--- src/rtl/dmc_pkg.sv ---
// Shared types for the direct-mapped cache controller.
package dmc_pkg;

    // Controller sequence: accept, look up, evict old line, fill, write through, respond.
    typedef enum logic [2:0] {
        ST_IDLE,
        ST_LOOKUP,
        ST_EVICT,
        ST_FILL,
        ST_WTHRU,
        ST_RESP
    } dmc_state_e;

endpackage

--- src/rtl/dmc_tag_store.sv ---
// Tag array: per line a tag, a valid flag and (write-back only) a modified flag.
// Assumes one line is addressed at a time; flags clear on synchronous reset,
// tags are not reset because they are ignored while valid is low.
module dmc_tag_store #(
    parameter int IDXW      = 4,
    parameter int TAGW      = 10,
    parameter bit HAS_DIRTY = 1'b1
) (
    input  logic            clk,
    input  logic            rst_n,
    input  logic [IDXW-1:0] idx,
    input  logic            fill_en,
    input  logic [TAGW-1:0] fill_tag,
    input  logic            dirty_set,
    output logic [TAGW-1:0] tag_o,
    output logic            valid_o,
    output logic            dirty_o
);
    localparam int LINES = 1 << IDXW;

    logic [TAGW-1:0]  tag_q [LINES];
    logic [LINES-1:0] valid_q;

    // Store the new tag when a line fill completes.
    always_ff @(posedge clk) begin
        if (fill_en) tag_q[idx] <= fill_tag;
    end

    // Valid flags: cleared by reset, set on fill completion.
    always_ff @(posedge clk) begin
        if (!rst_n)       valid_q      <= '0;
        else if (fill_en) valid_q[idx] <= 1'b1;
    end

    assign tag_o   = tag_q[idx];
    assign valid_o = valid_q[idx];

    generate
        if (HAS_DIRTY) begin : g_dirty
            logic [LINES-1:0] dirty_q;
            // Modified flags: cleared by reset and by a fill, set by a write hit.
            always_ff @(posedge clk) begin
                if (!rst_n)         dirty_q      <= '0;
                else if (fill_en)   dirty_q[idx] <= 1'b0;
                else if (dirty_set) dirty_q[idx] <= 1'b1;
            end
            assign dirty_o = dirty_q[idx];
        end else begin : g_no_dirty
            assign dirty_o = 1'b0;
        end
    endgenerate

endmodule

--- src/rtl/dmc_data_store.sv ---
// Data array of LINES x WORDS words, one write port and one asynchronous read port.
// Assumes the controller never reads and writes the same word in one cycle.
module dmc_data_store #(
    parameter int ADW = 6,
    parameter int DW  = 32
) (
    input  logic           clk,
    input  logic           we,
    input  logic [ADW-1:0] waddr,
    input  logic [DW-1:0]  wdata,
    input  logic [ADW-1:0] raddr,
    output logic [DW-1:0]  rdata
);
    localparam int DEPTH = 1 << ADW;

    logic [DW-1:0] mem_q [DEPTH];

    // Write one word per cycle.
    always_ff @(posedge clk) begin
        if (we) mem_q[waddr] <= wdata;
    end

    assign rdata = mem_q[raddr];

endmodule

--- src/rtl/dmc_ctrl.sv ---
// Cache sequencer: latches a processor request, compares tags, and runs the
// eviction, fill and write-through memory transactions one word at a time.
// Assumes the processor holds its request until cpu_ack, and memory answers
// each held request with a one-cycle mem_ack.
module dmc_ctrl
    import dmc_pkg::*;
#(
    parameter int AW         = 16,
    parameter int DW         = 32,
    parameter int IDXW       = 4,
    parameter int OFFW       = 2,
    parameter bit WRITE_BACK = 1'b1
) (
    input  logic                 clk,
    input  logic                 rst_n,
    input  logic                 cpu_req,
    input  logic                 cpu_we,
    input  logic [AW-1:0]        cpu_addr,
    input  logic [DW-1:0]        cpu_wdata,
    output logic                 cpu_ready,
    output logic                 cpu_ack,
    output logic [DW-1:0]        cpu_rdata,
    output logic                 mem_req,
    output logic                 mem_we,
    output logic [AW-1:0]        mem_addr,
    output logic [DW-1:0]        mem_wdata,
    input  logic [DW-1:0]        mem_rdata,
    input  logic                 mem_ack,
    output logic [IDXW-1:0]      ts_idx,
    output logic                 ts_fill,
    output logic [AW-IDXW-OFFW-1:0] ts_fill_tag,
    output logic                 ts_dirty_set,
    input  logic [AW-IDXW-OFFW-1:0] ts_tag,
    input  logic                 ts_valid,
    input  logic                 ts_dirty,
    output logic                 ds_we,
    output logic [IDXW+OFFW-1:0] ds_waddr,
    output logic [DW-1:0]        ds_wdata,
    output logic [IDXW+OFFW-1:0] ds_raddr,
    input  logic [DW-1:0]        ds_rdata
);
    localparam int TAGW = AW - IDXW - OFFW;

    dmc_state_e      state_q;
    logic [AW-1:0]   addr_q;
    logic            we_q;
    logic [DW-1:0]   wdata_q;
    logic [DW-1:0]   rdata_q;
    logic [OFFW-1:0] cnt_q;

    logic [TAGW-1:0] req_tag;
    logic [IDXW-1:0] req_idx;
    logic [OFFW-1:0] req_off;
    logic            hit;
    logic            last_word;

    assign req_tag   = addr_q[AW-1 -: TAGW];
    assign req_idx   = addr_q[OFFW +: IDXW];
    assign req_off   = addr_q[OFFW-1:0];
    assign hit       = ts_valid && (ts_tag == req_tag);
    assign last_word = &cnt_q;

    // Sequencer state, latched request, word counter and read-data register.
    always_ff @(posedge clk) begin
        if (!rst_n) begin
            state_q <= ST_IDLE;
            addr_q  <= '0;
            we_q    <= 1'b0;
            wdata_q <= '0;
            rdata_q <= '0;
            cnt_q   <= '0;
        end else begin
            case (state_q)
                ST_IDLE: if (cpu_req) begin
                    addr_q  <= cpu_addr;
                    we_q    <= cpu_we;
                    wdata_q <= cpu_wdata;
                    state_q <= ST_LOOKUP;
                end
                ST_LOOKUP: begin
                    cnt_q <= '0;
                    if (hit) begin
                        if (!we_q)           rdata_q <= ds_rdata;
                        if (we_q && !WRITE_BACK) state_q <= ST_WTHRU;
                        else                 state_q <= ST_RESP;
                    end else if (we_q && !WRITE_BACK) begin
                        state_q <= ST_WTHRU;
                    end else if (ts_valid && ts_dirty) begin
                        state_q <= ST_EVICT;
                    end else begin
                        state_q <= ST_FILL;
                    end
                end
                ST_EVICT: if (mem_ack) begin
                    cnt_q <= cnt_q + 1'b1;
                    if (last_word) state_q <= ST_FILL;
                end
                ST_FILL: if (mem_ack) begin
                    cnt_q <= cnt_q + 1'b1;
                    if (last_word) state_q <= ST_LOOKUP;
                end
                ST_WTHRU: if (mem_ack) state_q <= ST_RESP;
                default:  state_q <= ST_IDLE;
            endcase
        end
    end

    // Processor-side outputs decoded from state.
    always_comb begin
        cpu_ready = (state_q == ST_IDLE);
        cpu_ack   = (state_q == ST_RESP);
        cpu_rdata = rdata_q;
    end

    // Memory-side request: eviction uses the stored tag, fill the requested tag.
    always_comb begin
        mem_req   = (state_q == ST_EVICT) || (state_q == ST_FILL) || (state_q == ST_WTHRU);
        mem_we    = (state_q == ST_EVICT) || (state_q == ST_WTHRU);
        mem_wdata = (state_q == ST_EVICT) ? ds_rdata : wdata_q;
        case (state_q)
            ST_EVICT: mem_addr = {ts_tag,  req_idx, cnt_q};
            ST_FILL:  mem_addr = {req_tag, req_idx, cnt_q};
            default:  mem_addr = addr_q;
        endcase
    end

    // Array controls: fill words from memory, write hits from the processor.
    always_comb begin
        ts_idx       = req_idx;
        ts_fill      = (state_q == ST_FILL) && mem_ack && last_word;
        ts_fill_tag  = req_tag;
        ts_dirty_set = WRITE_BACK && (state_q == ST_LOOKUP) && hit && we_q;
        ds_raddr     = {req_idx, (state_q == ST_EVICT) ? cnt_q : req_off};
        ds_we        = ((state_q == ST_FILL) && mem_ack) ||
                       ((state_q == ST_LOOKUP) && hit && we_q);
        ds_waddr     = {req_idx, (state_q == ST_FILL) ? cnt_q : req_off};
        ds_wdata     = (state_q == ST_FILL) ? mem_rdata : wdata_q;
    end

endmodule

--- src/rtl/dm_cache.sv ---
// Direct-mapped cache top: ties the sequencer to the tag and data arrays.
// WRITE_BACK=1 selects delayed write-back, 0 selects write-through without
// write allocation. Line length is 2**OFFW words, line count 2**IDXW.
module dm_cache #(
    parameter int AW         = 16,
    parameter int DW         = 32,
    parameter int IDXW       = 4,
    parameter int OFFW       = 2,
    parameter bit WRITE_BACK = 1'b1
) (
    input  logic          clk,
    input  logic          rst_n,
    input  logic          cpu_req,
    input  logic          cpu_we,
    input  logic [AW-1:0] cpu_addr,
    input  logic [DW-1:0] cpu_wdata,
    output logic          cpu_ready,
    output logic          cpu_ack,
    output logic [DW-1:0] cpu_rdata,
    output logic          mem_req,
    output logic          mem_we,
    output logic [AW-1:0] mem_addr,
    output logic [DW-1:0] mem_wdata,
    input  logic [DW-1:0] mem_rdata,
    input  logic          mem_ack
);
    localparam int TAGW = AW - IDXW - OFFW;
    localparam int ADW  = IDXW + OFFW;

    logic [IDXW-1:0] ts_idx;
    logic            ts_fill;
    logic [TAGW-1:0] ts_fill_tag;
    logic            ts_dirty_set;
    logic [TAGW-1:0] ts_tag;
    logic            ts_valid;
    logic            ts_dirty;
    logic            ds_we;
    logic [ADW-1:0]  ds_waddr;
    logic [DW-1:0]   ds_wdata;
    logic [ADW-1:0]  ds_raddr;
    logic [DW-1:0]   ds_rdata;

    dmc_ctrl #(
        .AW(AW), .DW(DW), .IDXW(IDXW), .OFFW(OFFW), .WRITE_BACK(WRITE_BACK)
    ) u_ctrl (
        .clk(clk), .rst_n(rst_n),
        .cpu_req(cpu_req), .cpu_we(cpu_we), .cpu_addr(cpu_addr), .cpu_wdata(cpu_wdata),
        .cpu_ready(cpu_ready), .cpu_ack(cpu_ack), .cpu_rdata(cpu_rdata),
        .mem_req(mem_req), .mem_we(mem_we), .mem_addr(mem_addr), .mem_wdata(mem_wdata),
        .mem_rdata(mem_rdata), .mem_ack(mem_ack),
        .ts_idx(ts_idx), .ts_fill(ts_fill), .ts_fill_tag(ts_fill_tag),
        .ts_dirty_set(ts_dirty_set), .ts_tag(ts_tag), .ts_valid(ts_valid),
        .ts_dirty(ts_dirty),
        .ds_we(ds_we), .ds_waddr(ds_waddr), .ds_wdata(ds_wdata),
        .ds_raddr(ds_raddr), .ds_rdata(ds_rdata)
    );

    dmc_tag_store #(
        .IDXW(IDXW), .TAGW(TAGW), .HAS_DIRTY(WRITE_BACK)
    ) u_tags (
        .clk(clk), .rst_n(rst_n), .idx(ts_idx), .fill_en(ts_fill),
        .fill_tag(ts_fill_tag), .dirty_set(ts_dirty_set),
        .tag_o(ts_tag), .valid_o(ts_valid), .dirty_o(ts_dirty)
    );

    dmc_data_store #(
        .ADW(ADW), .DW(DW)
    ) u_data (
        .clk(clk), .we(ds_we), .waddr(ds_waddr), .wdata(ds_wdata),
        .raddr(ds_raddr), .rdata(ds_rdata)
    );

endmodule

--- config.mk ---
export PLATFORM = sky130hd
export DESIGN_NAME = dm_cache
export DESIGN_NICKNAME = d
export VERILOG_FILES = /design/src/rtl/dmc_pkg.sv /design/src/rtl/dmc_tag_store.sv /design/src/rtl/dmc_data_store.sv /design/src/rtl/dmc_ctrl.sv /design/src/rtl/dm_cache.sv
export SDC_FILE = /design/constraint.sdc
export NUM_CORES = 2
export LEC_CHECK = 0
export BUFFER_PORTS_ARGS = -buffer_cell sky130_fd_sc_hd__buf_2
export CORE_MARGIN = 4
export CORE_UTILIZATION = 40
export DETAILED_ROUTE_END_ITERATION = 10
export PLACE_DENSITY = 0.62
export SETUP_SLACK_MARGIN = 0.05
export SLEW_MARGIN = 40
export SYNTH_ARGS = -nofsm -noshare
export SYNTH_HDL_FRONTEND = slang
export SYNTH_SLANG_ARGS = --single-unit
--- constraint.sdc ---
create_clock -name clk -period 5.7 [get_ports clk]
set_clock_uncertainty 0.05 [all_clocks]
set_input_delay 1.14 -clock clk [delete_from_list [all_inputs] [get_ports clk]]
set_output_delay 1.14 -clock clk [all_outputs]
set_load 0.005 [all_outputs]
==> results.yml <==
status:
  outcome: "finished with violations"
  violations: "negative setup slack"
timing:
  setup_viol: 2
  relSlewSlack_pct: 40.5
  finalCritPeriodShare_pct: 101
  worst_pin_slew_ps: 892
  timing.final.ws_setup_ps: -31.3
  hold_viol_final: 0
  fmaxAchievable_ghz: 0.174
  drv_slew: 0
  period_needed_ps: 5730
  rsz0062_at_grt: "true"
placement:
  gp_congestion: 0.924
  port_buffers: 168
  dpl.hpwl_mm: 204
floorplanning:
  die-height_um: 486
  num_io_pins: 169
  core_area_um2: 227000
  die-area_um2: 236000
  num_rows: 175
  die_w_um: 486
  start_util_pct: 40.2
routing:
  vias: 61300
  drt_first_pass_iters: 9
  drtIter0Drc: 10400
  drc: 0
  ant_nets: 0
  routed_wirelength_mm: 337
  avgRoutedWirePerCell_um: 34.4
  routed_via_density: 6.25
pwr:
  clkPwrFrac_pct: 37.1
  p_sw_mw: 10.5
  peakVddDrop_v: 0.000301
  power_density_nw_per_um2: 363
  internal-power_mw: 29.4
  finalPower_mw: 39.9
  seqPwrFrac_pct: 48.8
  swShare_pct: 26.2
  p_leak_nw: 38.0
  pwr-share-comb_pct: 14.1
global_routing:
  grt_pass1_vias: 56600
  grt_usage_pct: 27.6
  antenna_found_initial: 13
  grt_overflow_total: 0
  grt_pass1_wl_mm: 456
  grt_max_degree: 66
finish:
  layout-drive-gt1-share_pct: 21.9
  num-fill-cells: 19100
  nets: 6682
  multi_input_area_um2: 22700
  final-seq-area_um2: 68800
  area_delta_synth_final_pct: 20.3
  final_util_pct: 48.3
synthesis:
  synthCells: 5982
  syn_area_um2: 91400
  synth-compound-area-share_pct: 6.10
  ys.flop_type: "edfxtp_1"
  avgSynthCellArea_um2: 15.3
  synth.area.mux_share_pct: 8.42
  synth-simple-area-share_pct: 8.26
  synthesis.nets: 6068
  synthAdderAreaFrac_pct: 0.0137
  ys_types: 77
  synth_warnings: 0
  synth-xor-area-share_pct: 0.0383
  ys_seq_area_share_pct: 75.2
  synth-seq-cells: 2330
  async_flop_share_pct: 0
  synth_top_family_by_area: "multiplexers"
  synth_edf_count: 2208
critical_path:
  crit_end: "mem_wdata[27]"
  crit_required_ps: 4510
  endpoint_kind: "primary output"
  r2r-end: "u_data.mem_q[4][23]"
  startpoint: "u_ctrl.state_q[0]"
  r2r_start: "u_ctrl.addr_q[4]"
  timing_worst_setup_path_type: "reg2out"
  reg2reg_depth: 14
  critPathMaxFanout: 6
  crit_path_start_kind: "register"
  crit_arrival_ps: 4540
  r2r_slack_ps: 660
clock_tree:
  cts_max_level: 4
  cts_tree: "built"
  cts_buffers: 228
  clock_latency_ps: 890
  clock_sinks: 2330
  path_clk_slew_ps: 60
  root_buffer: "clkbuf_16"
  cts.path.max_buffers: 3
flow_run:
  max-cap-violations: 0
min_path:
  hp-start: "u_ctrl.wdata_q[15]"
  hp-class: "reg2reg"
-- synthesized netlist by cell type, types with 6 or more instances --
| library cell | n | area share (%) |
|---|---|---|
| buf_6 | 9 | 0.11 |
| a211oi_1 | 55 | 0.45 |
| buf_1 | 32 | 0.13 |
| or4_1 | 6 | 0.049 |
| nor2b_1 | 13 | 0.089 |
| and2_1 | 8 | 0.055 |
| o2111ai_1 | 6 | 0.058 |
| o21ai_0 | 107 | 0.59 |
| nand3_1 | 281 | 1.5 |
| edfxtp_1 | 2208 | 73 |
| nand2_1 | 1038 | 4.3 |
| a22oi_1 | 52 | 0.43 |
| a32oi_1 | 27 | 0.26 |
| or3_1 | 8 | 0.055 |
| inv_1 | 21 | 0.086 |
| a221oi_1 | 10 | 0.096 |
| o22ai_1 | 159 | 1.1 |
| nor3_1 | 67 | 0.37 |
| nand4_1 | 43 | 0.29 |
| a21oi_1 | 262 | 1.4 |
| and3_1 | 14 | 0.096 |
| buf_4 | 17 | 0.14 |
| mux2_2 | 50 | 0.62 |
| nor4_1 | 59 | 0.40 |
| o211ai_1 | 11 | 0.090 |
| a311oi_1 | 18 | 0.17 |
| clkbuf_1 | 171 | 0.70 |
| nand2b_1 | 7 | 0.048 |
| mux2i_1 | 497 | 5.4 |
| a2111oi_0 | 13 | 0.12 |
| buf_2 | 134 | 0.73 |
| dfxtp_1 | 122 | 2.7 |
| nor2_1 | 173 | 0.71 |
| mux4_2 | 92 | 2.3 |
| a31oi_1 | 64 | 0.44 |
| o221ai_1 | 21 | 0.20 |
| a22o_1 | 15 | 0.14 |
-- logic make-up after synthesis --
group	count (synthesis)
DFF	2330
and+or+nand+nor	1743
AOI/OAI and AO/OA	875
muxes	642
buffers and inverters	387
xor gates and xnor gates	4
adders and majority gates	1
-- timing repair --
item / CTS / global route
gates resized for setup: 185 / 123
setup endpoints to repair: 32 / 30
hold endpoints to repair: 0 / 0
hold buffers: 0 / 0
buffers inserted: 41 / 32
pin swaps: 35 / 50
cloned: 15 / 11
-- state kept, by name, indices dropped and copies added (netlist names), named ones only --
signal and flops:
u_ctrl.state_q 3, u_tags.valid_q 16, u_tags.tag_q 160, u_data.mem_q 2048, u_ctrl.we_q 1, u_ctrl.cnt_q 2
u_ctrl.cpu_rdata 32, u_ctrl.addr_q 16, u_ctrl.wdata_q 32
-- power groups by stage --
stage	sequential [mW]	clock, mW	combinational, mW
after floorplan	19.8	0	2.45
final	19.5	14.8	5.61
after global placement	19.8	0	4.71
after detailed placement	19.8	0	4.81
after global routing	19.5	15.6	5.76
after CTS	19.5	14.9	5.17
-- placed cells by master (no fill, tap or decap), types with 107 or more instances in the layout --
master,synthesis,routed
buf_4,17,407
nand3_1,281,278
clkbuf_16,0,241
dfxtp_1,122,107
o22ai_1,159,146
a21oi_1,262,257
edfxtp_1,2208,2208
nand2_1,1038,1013
mux2i_1,497,480
buf_2,134,169
-- cell type report --
class	instances	share of cell area (%)
Sequential cell	2330	62.6
Timing Repair Buffer	745	6.61
Inverter	23	0.0831
Clock buffer	281	5.45
Clock inverter	148	1.19
Tap cell	3009	3.43
Antenna cell	6	0.0137
Multi-Input combinational cell	3268	20.6
-- per-layer routing --
metal  wire, um  share of wire, %  vias to the layer above  global-route usage [%]
li1           -                 -                    24400                       -
met1     121000                36                    30800                    36.4
met2     145000                43                     4955                    40.7
met3      49200                15                     1125                    8.79
met4      22300               6.6                        4                    14.7
met5         27            0.0080                        -                       0
-- worst min path at each step --
stage               cells after the start                  to
floorplan                               2  u_tags.valid_q[10]
finish                                  2  u_ctrl.wdata_q[15]
global route                            3   u_ctrl.addr_q[14]
global placement                        2   u_tags.valid_q[3]
detailed placement                      2  u_tags.valid_q[15]
CTS                                     3   u_ctrl.wdata_q[2]
-- critical path, cell delays in order, from the launching register on --
cell	delay, ps
dfxtp_2	330
or3b_4	450
buf_12	170
a21o_4	310
buf_12	160
nand2_8	70
buf_4	150
buf_6	140
o22ai_2	120
nor4_2	370
buf_4	210
nand4_1	310
nor4_4	380
buf_4	210
o21ai_1	70
buf_2	170
-- per-stage QoR --
step	worst slack (ps)	hold WS, ps	area [um2]	std cells	TNS (ps)
2_1_floorplan	1120	385	91400	5982	0
3_3_place_gp	-558	394	99600	9273	-1030
3_5_place_dp	147	410	99800	9278	0
4_1_cts	-9.63	359	109000	9763	-10.5
5_1_grt	-27.7	434	110000	9804	-54.4
6_report	-31.3	420	110000	9810	-46.5
(Power assumes the default switching activity.)
